File: src/rtl/irq_pkg.sv
package irq_pkg;
  // Kind of register selected by an address
  typedef enum logic [1:0] {
    RK_FLAG = 2'd0,
    RK_MASK = 2'd1,
    RK_CTRL = 2'd2,
    RK_NONE = 2'd3
  } reg_kind_e;

  function automatic reg_kind_e kind_of(input int unsigned a, input int unsigned n_nib);
    if (a < n_nib)           return RK_FLAG;
    else if (a < 2 * n_nib)  return RK_MASK;
    else if (a == 2 * n_nib) return RK_CTRL;
    else                     return RK_NONE;
  endfunction
endpackage

File: src/rtl/irq_flag_bank.sv
module irq_flag_bank #(
  parameter int N_SRC = 8,
  parameter int NIB_W = 4,
  localparam int N_NIB = N_SRC / NIB_W
) (
  input  logic             clk,
  input  logic             rst,
  input  logic [N_SRC-1:0] src,
  input  logic [N_NIB-1:0] rd_clr_nib,
  input  logic [N_SRC-1:0] wr_clr,
  output logic [N_SRC-1:0] flag_q
);
  logic [N_SRC-1:0] clr;

  for (genvar i = 0; i < N_SRC; i++) begin : g_bit
    assign clr[i] = rd_clr_nib[i / NIB_W] | wr_clr[i];

    always_ff @(posedge clk) begin
      if (rst) flag_q[i] <= 1'b0;
      else     flag_q[i] <= (flag_q[i] & ~clr[i]) | src[i];
    end

    // a source event is never dropped, even against a clear
    p_src_sets_r2: assert property (@(posedge clk) disable iff (rst)
      src[i] |=> flag_q[i]);
    // a pending flag only goes away through a clear
    p_hold_unless_clr_r7: assert property (@(posedge clk) disable iff (rst)
      (flag_q[i] && !clr[i]) |=> flag_q[i]);
  end
endmodule

File: src/rtl/irq_cfg_regs.sv
module irq_cfg_regs #(
  parameter int N_SRC = 8,
  parameter int NIB_W = 4,
  localparam int N_NIB = N_SRC / NIB_W
) (
  input  logic             clk,
  input  logic             rst,
  input  logic [N_NIB-1:0] mask_we,
  input  logic             ctrl_we,
  input  logic [NIB_W-1:0] wdata,
  input  logic             halt_enter,
  output logic [N_SRC-1:0] mask_q,
  output logic             gie_q
);
  for (genvar k = 0; k < N_NIB; k++) begin : g_nib
    always_ff @(posedge clk) begin
      if (rst)             mask_q[k*NIB_W +: NIB_W] <= '0;
      else if (mask_we[k]) mask_q[k*NIB_W +: NIB_W] <= wdata;
    end
  end

  always_ff @(posedge clk) begin
    if (rst)             gie_q <= 1'b0;
    else if (halt_enter) gie_q <= 1'b1;
    else if (ctrl_we)    gie_q <= wdata[0];
  end

  // halt entry always leaves the global enable on
  p_halt_sets_gie_r10: assert property (@(posedge clk) disable iff (rst)
    halt_enter |=> gie_q);
  // mask bits only move on a mask write
  p_mask_stable_r8: assert property (@(posedge clk) disable iff (rst)
    !(|mask_we) |=> $stable(mask_q));
endmodule

File: src/rtl/irq_req_out.sv
module irq_req_out #(
  parameter int N_SRC = 8
) (
  input  logic             clk,
  input  logic             rst,
  input  logic [N_SRC-1:0] flag_q,
  input  logic [N_SRC-1:0] mask_q,
  input  logic             gie_q,
  output logic             cpu_irq
);
  logic any_live;
  assign any_live = |(flag_q & mask_q);

  always_ff @(posedge clk) begin
    if (rst) cpu_irq <= 1'b0;
    else     cpu_irq <= gie_q & any_live;
  end

  // no request leaves while the global enable was off
  p_irq_needs_gie_r4: assert property (@(posedge clk) disable iff (rst)
    cpu_irq |-> $past(gie_q));
  // no request without a flag that was pending and enabled
  p_irq_needs_flag_r4: assert property (@(posedge clk) disable iff (rst)
    cpu_irq |-> $past(any_live));
endmodule

File: src/rtl/irq_collect_top.sv
module irq_collect_top #(
  parameter int N_EXT  = 2,
  parameter int N_INT  = 6,
  parameter int NIB_W  = 4,
  parameter int ADDR_W = 3
) (
  input  logic              clk,
  input  logic              rst,
  input  logic [N_EXT-1:0]  ext_req,
  input  logic [N_INT-1:0]  int_req,
  input  logic              rd_en,
  input  logic              wr_en,
  input  logic [ADDR_W-1:0] addr,
  input  logic [NIB_W-1:0]  wdata,
  output logic [NIB_W-1:0]  rdata,
  input  logic              halt_enter,
  output logic              cpu_irq
);
  import irq_pkg::*;

  localparam int N_SRC  = N_EXT + N_INT;
  localparam int N_NIB  = N_SRC / NIB_W;
  localparam int A_MASK = N_NIB;
  localparam int A_CTRL = 2 * N_NIB;

  logic [N_SRC-1:0] src, flag_q, mask_q, wr_clr;
  logic [N_NIB-1:0] rd_clr_nib, mask_we;
  logic             ctrl_we, gie_q;
  logic [NIB_W-1:0] rd_mux;
  reg_kind_e        kind;

  assign src     = {int_req, ext_req};
  assign kind    = kind_of(int'(addr), N_NIB);
  assign ctrl_we = wr_en && (kind == RK_CTRL);

  for (genvar k = 0; k < N_NIB; k++) begin : g_dec
    assign rd_clr_nib[k] = rd_en && (addr == ADDR_W'(k));
    assign mask_we[k]    = wr_en && (addr == ADDR_W'(A_MASK + k));
    assign wr_clr[k*NIB_W +: NIB_W] = (wr_en && (addr == ADDR_W'(k))) ? wdata : '0;
  end

  always_comb begin
    rd_mux = '0;
    for (int k = 0; k < N_NIB; k++) begin
      if (addr == ADDR_W'(k))          rd_mux = flag_q[k*NIB_W +: NIB_W];
      if (addr == ADDR_W'(A_MASK + k)) rd_mux = mask_q[k*NIB_W +: NIB_W];
    end
    if (kind == RK_CTRL) rd_mux = NIB_W'(gie_q);
  end

  always_ff @(posedge clk) begin
    if (rst)        rdata <= '0;
    else if (rd_en) rdata <= rd_mux;
  end

  irq_flag_bank #(.N_SRC(N_SRC), .NIB_W(NIB_W)) u_flags (
    .clk(clk), .rst(rst), .src(src), .rd_clr_nib(rd_clr_nib),
    .wr_clr(wr_clr), .flag_q(flag_q)
  );

  irq_cfg_regs #(.N_SRC(N_SRC), .NIB_W(NIB_W)) u_cfg (
    .clk(clk), .rst(rst), .mask_we(mask_we), .ctrl_we(ctrl_we),
    .wdata(wdata), .halt_enter(halt_enter), .mask_q(mask_q), .gie_q(gie_q)
  );

  irq_req_out #(.N_SRC(N_SRC)) u_req (
    .clk(clk), .rst(rst), .flag_q(flag_q), .mask_q(mask_q),
    .gie_q(gie_q), .cpu_irq(cpu_irq)
  );

  // unmapped addresses read as zero
  p_unmapped_zero_r11: assert property (@(posedge clk) disable iff (rst)
    (rd_en && kind == RK_NONE) |=> (rdata == '0));
  // rdata only moves on a read
  p_rdata_hold_r5: assert property (@(posedge clk) disable iff (rst)
    !rd_en |=> $stable(rdata));
endmodule

File: config.mk
export PLATFORM = sky130hd
export DESIGN_NAME = irq_collect_top
export DESIGN_NICKNAME = d
export VERILOG_FILES = /design/src/rtl/irq_pkg.sv /design/src/rtl/irq_flag_bank.sv /design/src/rtl/irq_cfg_regs.sv /design/src/rtl/irq_req_out.sv /design/src/rtl/irq_collect_top.sv
export SDC_FILE = /design/constraint.sdc
export NUM_CORES = 1
export LEC_CHECK = 0
export ABC_AREA = 1
export CELL_PAD_IN_SITES_DETAIL_PLACEMENT = 1
export CELL_PAD_IN_SITES_GLOBAL_PLACEMENT = 1
export CORE_MARGIN = 5
export CORE_UTILIZATION = 34
export CTS_CLUSTER_DIAMETER = 120
export DETAILED_ROUTE_END_ITERATION = 8
export PLACE_DENSITY = 0.87
export SLEW_MARGIN = 20
export SYNTH_ARGS = -nofsm -noshare
export SYNTH_HDL_FRONTEND = slang
export SYNTH_HIERARCHICAL = 1
export SYNTH_SLANG_ARGS = --single-unit
File: constraint.sdc
create_clock -name clk -period 1.55 [get_ports clk]
set_input_delay 0.31 -clock clk [delete_from_list [all_inputs] [get_ports clk]]
set_output_delay 0.31 -clock clk [all_outputs]
set_load 0.005 [all_outputs]
# Yosys cells after proc, flatten, opt, wreduce, memory -nomap -nowiden
# Cells that the tools add are included.
# word_totals
ff_bits,22
in_bits,20
out_inout_bits,5
word_cells,76
# classes
n_lt_le_gt_ge,2
n_eq_ne,5
mux,12
n_bitwise,34
reduce_logical,10
# op_table
cell,n
$mux 4,7
$or 1x1->1,16
$and 1x1->1,9
$and 8x8->8,1
$not 1->1,8
$reduce_or 8->1,1
$logic_and 1x1->1,7
$eq 3x2->1 const B,2
$mux 2,2
$eq 3x1->1 const B,1
$eq 3x3->1 const B,1
$logic_not 3->1,1
$lt 3x2->1 const B,1
$lt 3x3->1 const B,1
$mux 1,3
$eq 2x2->1 const B,1
$reduce_bool 2->1,1

# Depth between registers and ports, before layout
# depth
ltp_word,8
ltp_mapped,8
mapped_depth_nobuf,8

# Modules after synthesis
# The synthesis kept the hierarchy.
# modules_own_cells
mod,n_inst,cells_each,area_each_um2,seq_area_each_um2
irq_collect_top,1,80,439.2,80.1
irq_cfg_regs,1,43,319.1,180.2
irq_flag_bank,1,41,306.5,160.2
irq_req_out,1,18,85.1,20.0

# Worst setup path before layout
# OpenSTA, ideal clock, no wires.
# synth_timing
path_type,in2reg
startpoint,in addr[0]
endpoint,reg u_cfg.mask_q[0]
setup_ns,0.118
t_arrival_ns,1.207
slack_ns,0.224
cell_stages,5
path_buffers,1
path_cell_list,buf_6 nor4_1 inv_2 nand2_1 a21oi_1
# synth_via
elab_chain_cells,2
# synth_lines
item,line_no,rtl
start: declaration,irq_collect_top.sv:13,"input logic [ADDR_W-1:0] addr,"
$eq 3x2->1,irq_collect_top.sv:38,assign mask_we[k] = wr_en && (addr == ADDR_W'(A_MASK + k));
$logic_and 1x1->1,irq_collect_top.sv:38,
via mask_we[0],irq_collect_top.sv:27,"logic [N_NIB-1:0] rd_clr_nib, mask_we;"
end signal: indexed assignment,irq_cfg_regs.sv:18,else if (mask_we[k]) mask_q[k*NIB_W +: NIB_W] <= wdata;
end: declaration,irq_cfg_regs.sv:12,"output logic [N_SRC-1:0] mask_q,"
# The timed path passes the listed nets, and every way through them passes these cells.
# A chain may end at the register's enable or synchronous reset.

# Worst setup path after layout
# layout_timing
startpoint,reg rdata[0]
endpoint,out rdata[0]
# layout_rtl
item,line_no,rtl
start: declaration,irq_collect_top.sv:15,"output logic [NIB_W-1:0] rdata,"
start signal: assignment,irq_collect_top.sv:53,else if (rd_en) rdata <= rd_mux;
# No word-level cell between the ends.

==> results.md <==
- Synth top area share: 38.3%
- Crit path largest cell delay: 510 ps
- PwrDens: 720 nW/µm²
- Area contributors post-synth: dfxtp_1 (38%), nand2_1 (18%), nor2_1 (9.8%)
- # port buffers: 24
- Unique masters post-synth: 20
- Most frequent cells in the layout: nand2_1 (56), nor2_1 (29), clkdlybuf4s50_1 (24), dfxtp_1 (21), buf_4 (20)
- Hold Crit Start: rdata[3]
- Critical path depth in cells: 1
- Leak pwr: 0.728 nW
- Mean Syn Cell Area: 6.32 µm²
- Wire per inst: 12.9 µm
- Hold Violations, Final: 0
- Io pins: 25
- Dpl hpwl: 2970 µm
- DRC Markers: 0
- Non-filler instance count after layout: 272
- Kind of critical path: reg -> out
- Mapped Cells: 182
- Routability Congestion: 0.950
- Clock-pin slew on the worst setup and hold paths: 130 ps
- Final-stage net count: 247
- CTS tree: yes
- Worst min path class: reg -> reg
- Met3 GRT Util: 2.79%
- Top Usage Layer GRT: met2
- Area grow syn2layout: 40.2%
- FF-to-FF End: rdata[1]
- Final period util: 95.8%
- CP Cell Sequence: clkdlybuf4s50_1
- First-pass GRT wire length: 5860 µm
- Total track usage: 17.0%
- Syn. warnings: 6
- Dpl cells: 268
- CP Max Fanout: 2
- Final setup viols: 0
- Synthesized net count: 202
- CTS Buf Count: 3
- R2R Path Start: u_flags/flag_q[5]
- Commonest non-fill, non-tap cell in the layout: nand2_1
- Layout cell share with drive strength beyond 1: 18.1%
- Worst Setup End Kind: output pin
- Total power: 1.16 mW
- Pre-CTS worst setup slack: -252 ps
- CTS sink count: 22
- Vias: 1,288
- GR Overflow Total: 0
- Hold path endpoint: rdata[3]
- Leading area contributor after synthesis: dfxtp_1
- Seq cells post-synth: 22
- Routed vias/inst: 4.74
- Clk_lat worst skew: 310 ps
- Crit path required time: 1240 ps
- Max-cap violations: 0
- Clock root cell: clkbuf_4
- VDD IR max: 0.355 mV
- Die ar.: 4650 µm²
- Sequential share of power: 52.7%
- Met1 usage: 20.7%
- WHS Path Cells: 2
- Final hold slack: 470 ps
- Max Clk Rate: 673 MHz
- Longest Clk Path Bufs: 2
- Relative slew slack: 79.7%
- Tmin final: 1490 ps
- Initial antenna violation count: 0
- Clock Skew: 5.75 ps
- Row cnt: 21
- Drt pass-1 iters: 4
- WP data arrival: 1180 ps
- Sw frac: 26.9%
- Final Max Tran Viols: 0
- Post-Route WL: 3520 µm
- Slowest cell on crit path: clkdlybuf4s50_1
- Ant diodes: 0
- Setup repair bufs after CTS: 0
- Clock share of power: 28.3%
- Largest net degree at the start of global routing: 16
- Clock H-tree levels: 1
- Starting density of the core: 34.7%
- Worst slew pin tran: 304 ps
- Grt met2 use: 29.8%
- Vias in the first global route: 1,309
- Gate power share: 19.0%
- Core Area: 3310 µm²
- Worst R2R Path Depth: 4
- RSZ-0062 raised after global routing: false
- Setup crit start kind: register
- Internal power: 0.849 mW
- Die Ht: 68.2 µm
- Switching power: 0.312 mW
- Cell family with most CP delay: buffers and inverters
- Fin util: 48.7%
- Seq/Total Area, Yosys: 38.3%
- WP buf/inv: 1
- Status: finished clean
- Antenna Nets Post-Route: 0
- Worst setup margin: 64.4 ps
- Initial drt markers: 40
- Die Wd: 68.2 µm
- Synthesized cell area: 1150 µm²
- R2r setup slk: 630 ps
==> synth_stat cells <==
| cell | number |
|---|---|
| buf_2 | 3 |
| nand2_1 | 56 |
| nor2_1 | 30 |
| nand3_2 | 1 |
| a21oi_1 | 17 |
| inv_1 | 19 |
| nand4_1 | 1 |
| nand3_1 | 12 |
| nor2_2 | 2 |
| nand2_2 | 1 |
| dfxtp_1 | 22 |
| a21oi_2 | 4 |
| o21ai_1 | 1 |
| nor3_2 | 1 |
| buf_6 | 1 |
| nor4_1 | 2 |
| nor2_4 | 1 |
| o21ai_0 | 2 |
| or2_1 | 1 |
| inv_2 | 5 |
==> worst max-delay path by stage <==
stage                         from           endpoint  slack (ps)
after detailed placement   addr[0]  u_flags/flag_q[6]        -250
after global routing       addr[0]    u_cfg/mask_q[6]           9
after floorplan            addr[0]    u_cfg/mask_q[0]         220
after CTS                 rdata[2]           rdata[2]          30
final                     rdata[0]           rdata[0]          60
after global placement     addr[0]  u_flags/flag_q[6]        -190
==> state kept, by name, indices dropped and copies added, names as in the netlist <==
name            count
rdata               4
u_flags/flag_q      8
u_cfg/mask_q        8
u_cfg/gie_q         1
u_req/cpu_irq       1
==> per-stage QoR <==
stage / area [µm²] / setup TNS, ps
3_3_place_gp: 1570 / -2650
6_report: 1610 / 0
3_5_place_dp: 1570 / -3800
4_1_cts: 1610 / 0
2_1_floorplan: 1150 / 0
5_1_grt: 1610 / 0
==> worst min-delay path, stage by stage (launching register included) <==
cell,delay [ps]
dfxtp_1,330
nand2_1,60
a21oi_1,50
==> power groups by stage <==
stage,clock network (mW),registers [mW],logic [mW]
after floorplan,0,0.618,0.0971
after global placement,0,0.624,0.214
after detailed placement,0,0.624,0.221
after CTS,0.335,0.612,0.222
after global routing,0.362,0.616,0.245
final,0.328,0.612,0.221
==> logic make-up after synthesis <==
group | count (synthesis) | share of synthesized area (%)
flip-flops | 22 | 38.3
AO/OA/AOI/OAI | 24 | 11.8
buffers and inverters | 28 | 10.1
AND/OR/NAND/NOR | 108 | 39.8
==> area by class of cell <==
class                      count  area, µm²
multi-input combinational    132        596
fill                         459       1700
sequential                    22        442
clock buffer                   4       36.3
tap                           46       57.6
inverter                      24       90.1
timing repair buffer          44        390
==> repair_timing <==
| item | CTS | global route |
|---|---|---|
| hold endpoints to repair | 0 | 0 |
| setup endpoints to repair | 0 | 3 |
| resized for setup | 0 | 2 |
| hold buffers | 0 | 0 |
==> layer usage <==
metal,vias to the layer above,routed length (µm),share of wire (%)
met5,-,0,0
met4,0,31,0.88
met3,2,139,4.0
met2,26,1730,49
met1,607,1620,46
li1,653,-,-
No activity file was read; power rests on OpenSTA's default activity.
